File: src/rtl/emp_pkg.sv
package emp_pkg;
  localparam int LANE_W = 8;
  localparam int LANES  = 4;
  localparam int WORD_W = LANE_W * LANES;
  localparam int OFF_W  = $clog2(LANES);

  typedef enum logic [1:0] {
    SZ_BYTE = 2'd0,
    SZ_HALF = 2'd1,
    SZ_WORD = 2'd2,
    SZ_BAD  = 2'd3
  } size_e;
endpackage

File: src/rtl/emp_lane_map.sv
module emp_lane_map
  import emp_pkg::*;
(
  input  logic [OFF_W-1:0]  off_i,
  input  size_e             size_i,
  input  logic              big_end_i,
  input  logic [WORD_W-1:0] wdata_i,
  output logic              aligned_o,
  output logic [OFF_W-1:0]  lane_o,
  output logic [LANES-1:0]  mask_o,
  output logic [WORD_W-1:0] wlanes_o
);
  logic [LANES-1:0] base_mask;

  always_comb begin
    aligned_o = 1'b0;
    lane_o    = off_i;
    base_mask = '0;
    unique case (size_i)
      SZ_BYTE: begin
        aligned_o = 1'b1;
        base_mask = 4'b0001;
        lane_o    = big_end_i ? (2'd3 - off_i) : off_i;
      end
      SZ_HALF: begin
        aligned_o = ~off_i[0];
        base_mask = 4'b0011;
        lane_o    = big_end_i ? (2'd2 - off_i) : off_i;
      end
      SZ_WORD: begin
        aligned_o = (off_i == '0);
        base_mask = 4'b1111;
        lane_o    = '0;
      end
      default: begin
        aligned_o = 1'b0;
        base_mask = '0;
        lane_o    = '0;
      end
    endcase
    mask_o   = base_mask << lane_o;
    wlanes_o = wdata_i << {lane_o, 3'b000};
  end
endmodule

File: src/rtl/emp_mem.sv
module emp_mem
  import emp_pkg::*;
#(
  parameter int DEPTH = 16,
  localparam int IDX_W = $clog2(DEPTH)
) (
  input  logic              clk_i,
  input  logic              rst_ni,
  input  logic              wr_en_i,
  input  logic [IDX_W-1:0]  idx_i,
  input  logic [LANES-1:0]  be_i,
  input  logic [WORD_W-1:0] wdata_i,
  output logic [WORD_W-1:0] rdata_o
);
  logic [DEPTH-1:0][WORD_W-1:0] mem_q;

  always_ff @(posedge clk_i or negedge rst_ni) begin
    if (!rst_ni) begin
      mem_q <= '0;
    end else if (wr_en_i) begin
      for (int i = 0; i < LANES; i++) begin
        if (be_i[i]) mem_q[idx_i][i*LANE_W +: LANE_W] <= wdata_i[i*LANE_W +: LANE_W];
      end
    end
  end

  assign rdata_o = mem_q[idx_i];


  mem_hold_chk: assert property (@(posedge clk_i) disable iff (!rst_ni)
    !wr_en_i |=> $stable(mem_q));
endmodule

File: src/rtl/emp_load_ext.sv
module emp_load_ext
  import emp_pkg::*;
(
  input  logic [WORD_W-1:0] word_i,
  input  logic [OFF_W-1:0]  lane_i,
  input  size_e             size_i,
  input  logic              signed_i,
  output logic [WORD_W-1:0] data_o
);
  logic [WORD_W-1:0] shifted;

  always_comb begin
    shifted = word_i >> {lane_i, 3'b000};
    unique case (size_i)
      SZ_BYTE: data_o = {{(WORD_W-8){signed_i & shifted[7]}}, shifted[7:0]};
      SZ_HALF: data_o = {{(WORD_W-16){signed_i & shifted[15]}}, shifted[15:0]};
      SZ_WORD: data_o = shifted;
      default: data_o = '0;
    endcase
  end
endmodule

File: src/rtl/endian_mem_port.sv
module endian_mem_port
  import emp_pkg::*;
#(
  parameter int DEPTH = 16,
  localparam int IDX_W  = $clog2(DEPTH),
  localparam int ADDR_W = IDX_W + OFF_W
) (
  input  logic              clk_i,
  input  logic              rst_ni,
  input  logic              req_i,
  input  logic              we_i,
  input  logic [ADDR_W-1:0] addr_i,
  input  logic [1:0]        size_i,
  input  logic              big_end_i,
  input  logic              signed_i,
  input  logic [WORD_W-1:0] wdata_i,
  output logic [LANES-1:0]  be_o,
  output logic              rvalid_o,
  output logic [WORD_W-1:0] rdata_o,
  output logic              err_o
);
  size_e             size;
  logic              aligned;
  logic [OFF_W-1:0]  lane;
  logic [LANES-1:0]  mask;
  logic [WORD_W-1:0] wlanes;
  logic [WORD_W-1:0] rd_word;
  logic [WORD_W-1:0] ld_data;
  logic              wr_en;
  logic              rd_req;
  size_e             rsize_q;
  logic              rsign_q;

  assign size = size_e'(size_i);

  emp_lane_map u_map (
    .off_i     (addr_i[OFF_W-1:0]),
    .size_i    (size),
    .big_end_i (big_end_i),
    .wdata_i   (wdata_i),
    .aligned_o (aligned),
    .lane_o    (lane),
    .mask_o    (mask),
    .wlanes_o  (wlanes)
  );

  assign wr_en  = req_i & we_i & aligned;
  assign rd_req = req_i & ~we_i;
  assign be_o   = wr_en ? mask : '0;

  emp_mem #(.DEPTH(DEPTH)) u_mem (
    .clk_i   (clk_i),
    .rst_ni  (rst_ni),
    .wr_en_i (wr_en),
    .idx_i   (addr_i[ADDR_W-1:OFF_W]),
    .be_i    (be_o),
    .wdata_i (wlanes),
    .rdata_o (rd_word)
  );

  emp_load_ext u_ext (
    .word_i   (rd_word),
    .lane_i   (lane),
    .size_i   (size),
    .signed_i (signed_i),
    .data_o   (ld_data)
  );

  always_ff @(posedge clk_i or negedge rst_ni) begin
    if (!rst_ni) begin
      rvalid_o <= 1'b0;
      err_o    <= 1'b0;
      rdata_o  <= '0;
      rsize_q  <= SZ_BYTE;
      rsign_q  <= 1'b0;
    end else begin
      rvalid_o <= rd_req;
      err_o    <= req_i & ~aligned;
      if (rd_req) begin
        rdata_o <= aligned ? ld_data : '0;
        rsize_q <= size;
        rsign_q <= signed_i;
      end
    end
  end


  misalign_err_chk: assert property (@(posedge clk_i) disable iff (!rst_ni)
    (req_i && !aligned) |=> err_o);

  err_no_be_chk: assert property (@(posedge clk_i) disable iff (!rst_ni)
    (req_i && !aligned) |-> (be_o == '0));

  err_zero_chk: assert property (@(posedge clk_i) disable iff (!rst_ni)
    (err_o && rvalid_o) |-> (rdata_o == '0));

  rvalid_pulse_chk: assert property (@(posedge clk_i) disable iff (!rst_ni)
    !(req_i && !we_i) |=> !rvalid_o);

  half_be_chk: assert property (@(posedge clk_i) disable iff (!rst_ni)
    (wr_en && size == SZ_HALF) |-> ($countones(be_o) == 2 && (be_o == 4'b0011 || be_o == 4'b1100)));

  zext_chk: assert property (@(posedge clk_i) disable iff (!rst_ni)
    (rvalid_o && !err_o && rsize_q == SZ_BYTE && !rsign_q) |-> (rdata_o[WORD_W-1:8] == '0));
endmodule

File: config.mk
export PLATFORM = sky130hd
export DESIGN_NAME = endian_mem_port
export DESIGN_NICKNAME = d
export VERILOG_FILES = /design/src/rtl/emp_pkg.sv /design/src/rtl/emp_lane_map.sv /design/src/rtl/emp_mem.sv /design/src/rtl/emp_load_ext.sv /design/src/rtl/endian_mem_port.sv
export SDC_FILE = /design/constraint.sdc
export NUM_CORES = 1
export LEC_CHECK = 0
export ABC_AREA = 0
export CORE_ASPECT_RATIO = 0.9
export CORE_MARGIN = 3
export CORE_UTILIZATION = 66
export CTS_CLUSTER_DIAMETER = 200
export DETAILED_ROUTE_END_ITERATION = 8
export HOLD_SLACK_MARGIN = 0.06
export PLACE_DENSITY = 0.86
export SYNTH_ARGS = -nofsm -noshare
export SYNTH_HDL_FRONTEND = slang
export SYNTH_SLANG_ARGS = --single-unit
File: constraint.sdc
create_clock -name clk_i -period 6.7 [get_ports clk_i]
set_clock_uncertainty 0.1 [all_clocks]
set_input_delay 1.34 -clock clk_i [delete_from_list [all_inputs] [get_ports clk_i]]
set_output_delay 1.34 -clock clk_i [all_outputs]
set_load 0.01 [all_outputs]
* Word-level counts from Yosys, hierarchy flattened
Cells that the tools add are included.
** Storage, ports and cells
- Bits in registers :: 546
- Output and inout bits :: 38
- Word-level logic and storage cells :: 69
** Cells by class
- $add $sub $neg :: 2
- $lt $le $gt $ge :: 2
- Eq/ne operators :: 2
- Shift-type cells :: 3
- Muxes and demuxes :: 29
- Bitwise gates (word level) :: 9
- Reductions and logical operators :: 3
** Operators by type and width (number)
- $mux 512 :: 7
- $bwmux 512 :: 4
- $demux 32 s4 :: 4
- $bmux 32 s4 :: 1
- $mux 32 :: 3
- $pmux 32 s3 :: 1
- $shl 32x5->32 :: 1
- $shr 32x5->32 :: 1
- $mux 24 :: 1
- $mux 16 :: 1
- $pmux 4 s3 :: 1
- $mux 8 :: 1
- $and 1x1->1 :: 6
- $lt 4x5->1 const B :: 1
- $ge 4x1->1 const B :: 1
- $logic_not 2->1 :: 2
- $mux 2 :: 2
- $mux 4 :: 1
- $pmux 2 s2 :: 1
- $shl 4x2->4 :: 1
- $sub 2x2->2 const A :: 2
- $not 1->1 :: 3
- $pmux 1 s3 :: 1
- $eq 2x1->1 const B :: 1
- other kinds (2) :: 2

* Logic depth before layout (Yosys ltp)
- Depth in word-level cells :: 15
- Gate-level depth with buffers :: 13
- Depth with buffers taken out :: 8

* By module
A second synthesis with hierarchy kept.
** Second synthesis, totals
- Cells, all modules :: 1793
- Area, all modules :: 26232.7 µm²
** Modules (own cells, without submodules)
- emp_mem :: times used 1, cells an instance 1438, area an instance 23104.7 µm²
- endian_mem_port :: times used 1, cells an instance 145, area an instance 1554.0 µm²
- emp_load_ext :: times used 1, cells an instance 114, area an instance 789.5 µm²
- emp_lane_map :: times used 1, cells an instance 96, area an instance 784.5 µm²

* Least setup slack after synthesis
OpenSTA, ideal clock, no wires.
- Path kind :: in2out
- Start point :: in size_i[0]
- End point :: out be_o[2]
- Data arrival time :: 3.121 ns
- Required time :: 5.260 ns
- Setup slack :: 2.139 ns
- Stages :: 10
- Cell sequence :: inv_1 -> ha_1 -> buf_4 -> nor2b_1 -> o21a_1 -> buf_2 -> nor3_4 -> nand2_4 -> buf_6 -> a21oi_1
** On the way
- Word-level cells in the longest chain between the ends :: 4
- Elaborated cells on any way between the ends :: 9
- Those cells by class :: 2 x eq/ne; 1 x shift; 4 x mux; 1 x bitwise; 1 x reduce/logical
** RTL lines
- start: declaration :: line endian_mem_port.sv:13 : input logic [1:0] size_i,
- $eq 2x2->1 (tied with other cells) :: line emp_lane_map.sv:19 : unique case (size_i)
- $pmux 4 s3 (tied with other cells) :: line emp_lane_map.sv:19
- $shl 4x2->4 or $and 1x1->1 (tied branches) :: line emp_lane_map.sv:41, endian_mem_port.sv:47
- $mux 4 (*) :: line endian_mem_port.sv:49 : assign be_o = wr_en ? mask : '0;
- end: declaration :: line endian_mem_port.sv:17 : output logic [LANES-1:0] be_o,
Mark *: on every way between the ends. The rest lies on a longest branch, timed or not.

* Worst setup path after layout
- Start point :: in size_i[0]
- End point :: out be_o[1]
Same word-level chain as after synthesis.

==> flow_metrics.py <==
metrics = {
    "sta": {
        "fmax_mhz": 163,
        "setup_ws_ns": 0.570,
        "slew_headroom_pct": 4.89,
        "final.setup.tns_ns": 0,
        "hold_violations": 0,
        "worstMarginPinSlew_ns": 1.42,
        "final.period_utilization_pct": 91.5,
        "report.final.setup_viol": 0,
        "period_needed_ns": 6.13,
        "maxSlewViolCount": 0,
        "rsz0062_at_grt": "no",
    },
    "logic_synthesis": {
        "synth.distinct_cells": 48,
        "syn-num-nets": 1881,
        "netlist_instances": 1828,
        "synthTopCellsByArea": "dfrtp_1 (53%), mux2_2 (19%), mux4_2 (13%), nand2_1 (2.8%), o21ai_0 (2.1%)",
        "yosysWarningCount": 0,
        "yosysSeqAreaShare_pct": 53.1,
        "synth_area_sq_mm": 0.0258,
        "syn_area_per_cell_sq_um": 14.1,
        "yosys.area.top_type_share_pct": 53.1,
        "ys_ff_latch": 546,
        "synth_top_area_cell": "dfrtp_1",
    },
    "critical_path": {
        "start_kind": "input port",
        "crit_slowest_cell": "clkdlybuf4s50_1",
        "crit_path_start": "size_i[0]",
        "r2r_cells": 6,
        "cp_cell_sequence": "clkdlybuf4s50_1, inv_1, ha_1, inv_1, a31oi_1, and3_1, and4_1, clkdlybuf4s50_1",
        "worstPathArrival_ns": 4.69,
        "worstPathRequired_ns": 5.26,
        "critPathKind": "in2out",
        "end_kind": "output pin",
        "rrSetupSlack_ns": 3.61,
        "regToRegStartpoint": "u_mem.mem_q[495]",
        "critPathCapture": "be_o[1]",
        "max_stage_delay_ns": 0.76,
        "r2r-end": "rdata_o[10]",
        "critPathMaxFanout": 17,
    },
    "pwr": {
        "power_frac_comb_pct": 11.1,
        "power_frac_seq_pct": 48.0,
        "peakVddDrop_mv": 0.204,
        "power_per_cell_area_mw_per_mm2": 258,
        "switching_share_pct": 25.1,
        "leakage_nw": 13.5,
        "intPower_w": 0.00557,
        "p_sw_w": 0.00187,
        "p_clk_share_pct": 40.8,
    },
    "detailed_routing": {
        "routed_wl_microns": 66900,
        "drt_iter0_markers": 2167,
        "drt_pre_antenna_iters": 6,
        "via_per_inst": 6.87,
        "drc": 0,
        "wire_per_inst_microns": 27.4,
        "num_vias": 16800,
        "ant_nets": 0,
    },
    "floorplan": {
        "dieArea_sq_mm": 0.0414,
        "rows": 67,
        "design.portCount": 84,
        "fp.dieH_microns": 193,
        "core_area_sq_mm": 0.0379,
        "start_util_pct": 68.0,
        "chipWidth_microns": 214,
    },
    "global_routing": {
        "grt_pass1_wl_microns": 103000,
        "grt.total_usage_pct": 32.4,
        "gr-total-overflow": 0,
        "antenna_found_initial": 0,
        "grt_max_degree": 138,
        "grt_pass1_vias": 17400,
    },
    "clock_tree": {
        "worstSkewPairLatency_ns": 0.61,
        "clockBufferDepth": 3,
        "numCtsBuffers": 53,
        "htreeDepth": 2,
        "cts_resized": 0,
        "cts_root_buf": "clkbuf_16",
        "cts_tree": "built",
        "postCtsHoldBufs": 0,
        "clk_pin_slew_ns": 0.06,
        "clock_sinks": 546,
        "post_cts_buffers": 0,
    },
    "placed_design": {
        "routabilityCongestion": 0.964,
        "io_buffers": 83,
        "placed_area_sq_mm": 0.0271,
        "dp.cells": 2347,
        "place_hpwl_microns": 44400,
        "dpl_worst_slack_ns": 0.699,
    },
    "outcome": {
        "status": "completed",
    },
    "layout": {
        "syn2layout_area_growth_pct": 11.9,
        "instances_no_fill": 2444,
        "fin_util_pct": 76.1,
        "layout-drive-gt1-share_pct": 37.8,
        "nets": 1938,
        "antennaDiodeCount": 0,
        "fin_area_sq_mm": 0.0288,
    },
    "flow_run": {
        "max-cap-violations": 0,
    },
    "hold_path": {
        "hp-class": "reg2reg",
        "holdCritStartpoint": "u_mem.mem_q[5]",
    },
}
cell families (layout without fill, tap and decap cells):
kind of cell,after synthesis,in the layout,share of synthesized area (%)
AOI/OAI and AO/OA,235,235,6.48
adders and majority gates,7,7,0.340
buffers and inverters,133,232,2.20
DFF,546,546,53.1
muxes,615,615,33.0
and+or+nand+nor,292,292,4.96
routing by layer:
| layer | routed length (microns) | up-vias | track usage (%) | part of all wire [%] |
|---|---|---|---|---|
| met1 | 25800 | 8705 | 44.3 | 39 |
| li1 | - | 6919 | - | - |
| met4 | 3170 | 2 | 14.2 | 4.7 |
| met5 | 80 | - | 1.38 | 0.12 |
| met2 | 30900 | 932 | 49.2 | 46 |
| met3 | 6930 | 236 | 9.10 | 10 |
per-stage QoR:
| step | total power [W] | hold WS [ns] |
|---|---|---|
| after floorplan | 0.00411 | 0.345 |
| after global placement | 0.00439 | 0.356 |
| after detailed placement | 0.00444 | 0.368 |
| after CTS | 0.00745 | 0.383 |
| after global routing | 0.00767 | 0.404 |
| final | 0.00744 | 0.380 |
synth_stat cells (all sizes together):
cell type,n
o221ai,7
a32o,2
dfrtp,546
nand3,18
ha,7
clkbuf,80
and4,1
a31oi,3
a22o,7
a21oi,28
a311oi,1
a32oi,1
inv,8
or2,2
o211ai,3
clkinv,1
and2,11
nand4b,1
a21o,9
nand3b,2
o21ai,109
nand2b,5
mux4,144
a2111oi,9
mux2,427
nand2,195
o2bb2ai,1
nor3,10
a22oi,43
o21a,1
nor2,29
and3,10
a2bb2oi,2
a31o,1
nand4,3
mux2i,44
nor2b,5
a211oi,8
buf,44
cells in the final DEF (no fill, tap or decap), types with 6 or more instances in the layout:
cell             instances
a211oi_2                 7
clkbuf_1                16
and2_1                  11
o221ai_1                 7
a22o_1                   7
nand2_1                194
dfrtp_1                546
mux4_2                 144
and3_1                   9
a21o_1                   9
nor3_1                   6
a22oi_1                 43
a21oi_1                 28
inv_1                    8
mux2i_1                 44
clkbuf_8                11
clkbuf_16               54
a2111oi_4                9
ha_1                     7
clkdlybuf4s50_1         79
clkinv_2                 8
buf_4                   41
nand3_1                 17
mux2_2                 427
nor2_1                  28
o21ai_0                109
state kept, by name, summed over array words and instances (netlist names):
register and count:
err_o 1, rdata_o 32, rvalid_o 1, u_mem.mem_q 512
critical path, delay by kind of cell:
kind | cells | cell delay, ns
fa+ha+maj | 1 | 0.33
buf+inv | 4 | 1.50
simple gates | 2 | 1.20
compound gates | 1 | 0.30
layout make-up:
class / instances / area [sq um]
sequential: 546 / 13700
multi-input combinational: 1149 / 11500
fill: 2234 / 9060
clock buffer: 80 / 1550
timing repair buffer: 126 / 1180
tap: 517 / 647
clock inverter: 17 / 208
inverter: 9 / 33.8
worst min path at each step:
stage               cells after the start  slack (ns)          endpoint
finish                                  2        0.38    u_mem.mem_q[5]
global route                            2        0.40  u_mem.mem_q[161]
detailed placement                      2        0.37  u_mem.mem_q[320]
global placement                        2        0.36   u_mem.mem_q[67]
CTS                                     2        0.38    u_mem.mem_q[5]
floorplan                               2        0.34  u_mem.mem_q[192]
power by group through the flow:
stage / Clock, W / Sequential [W] / Combinational [W]
2_1_floorplan: 0 / 0.00360 / 0.000511
3_3_place_gp: 0 / 0.00361 / 0.000784
3_5_place_dp: 0 / 0.00363 / 0.000815
4_1_cts: 0.00306 / 0.00357 / 0.000822
5_1_grt: 0.00320 / 0.00359 / 0.000886
6_report: 0.00304 / 0.00357 / 0.000829
Power figures use the tool's default switching activity.
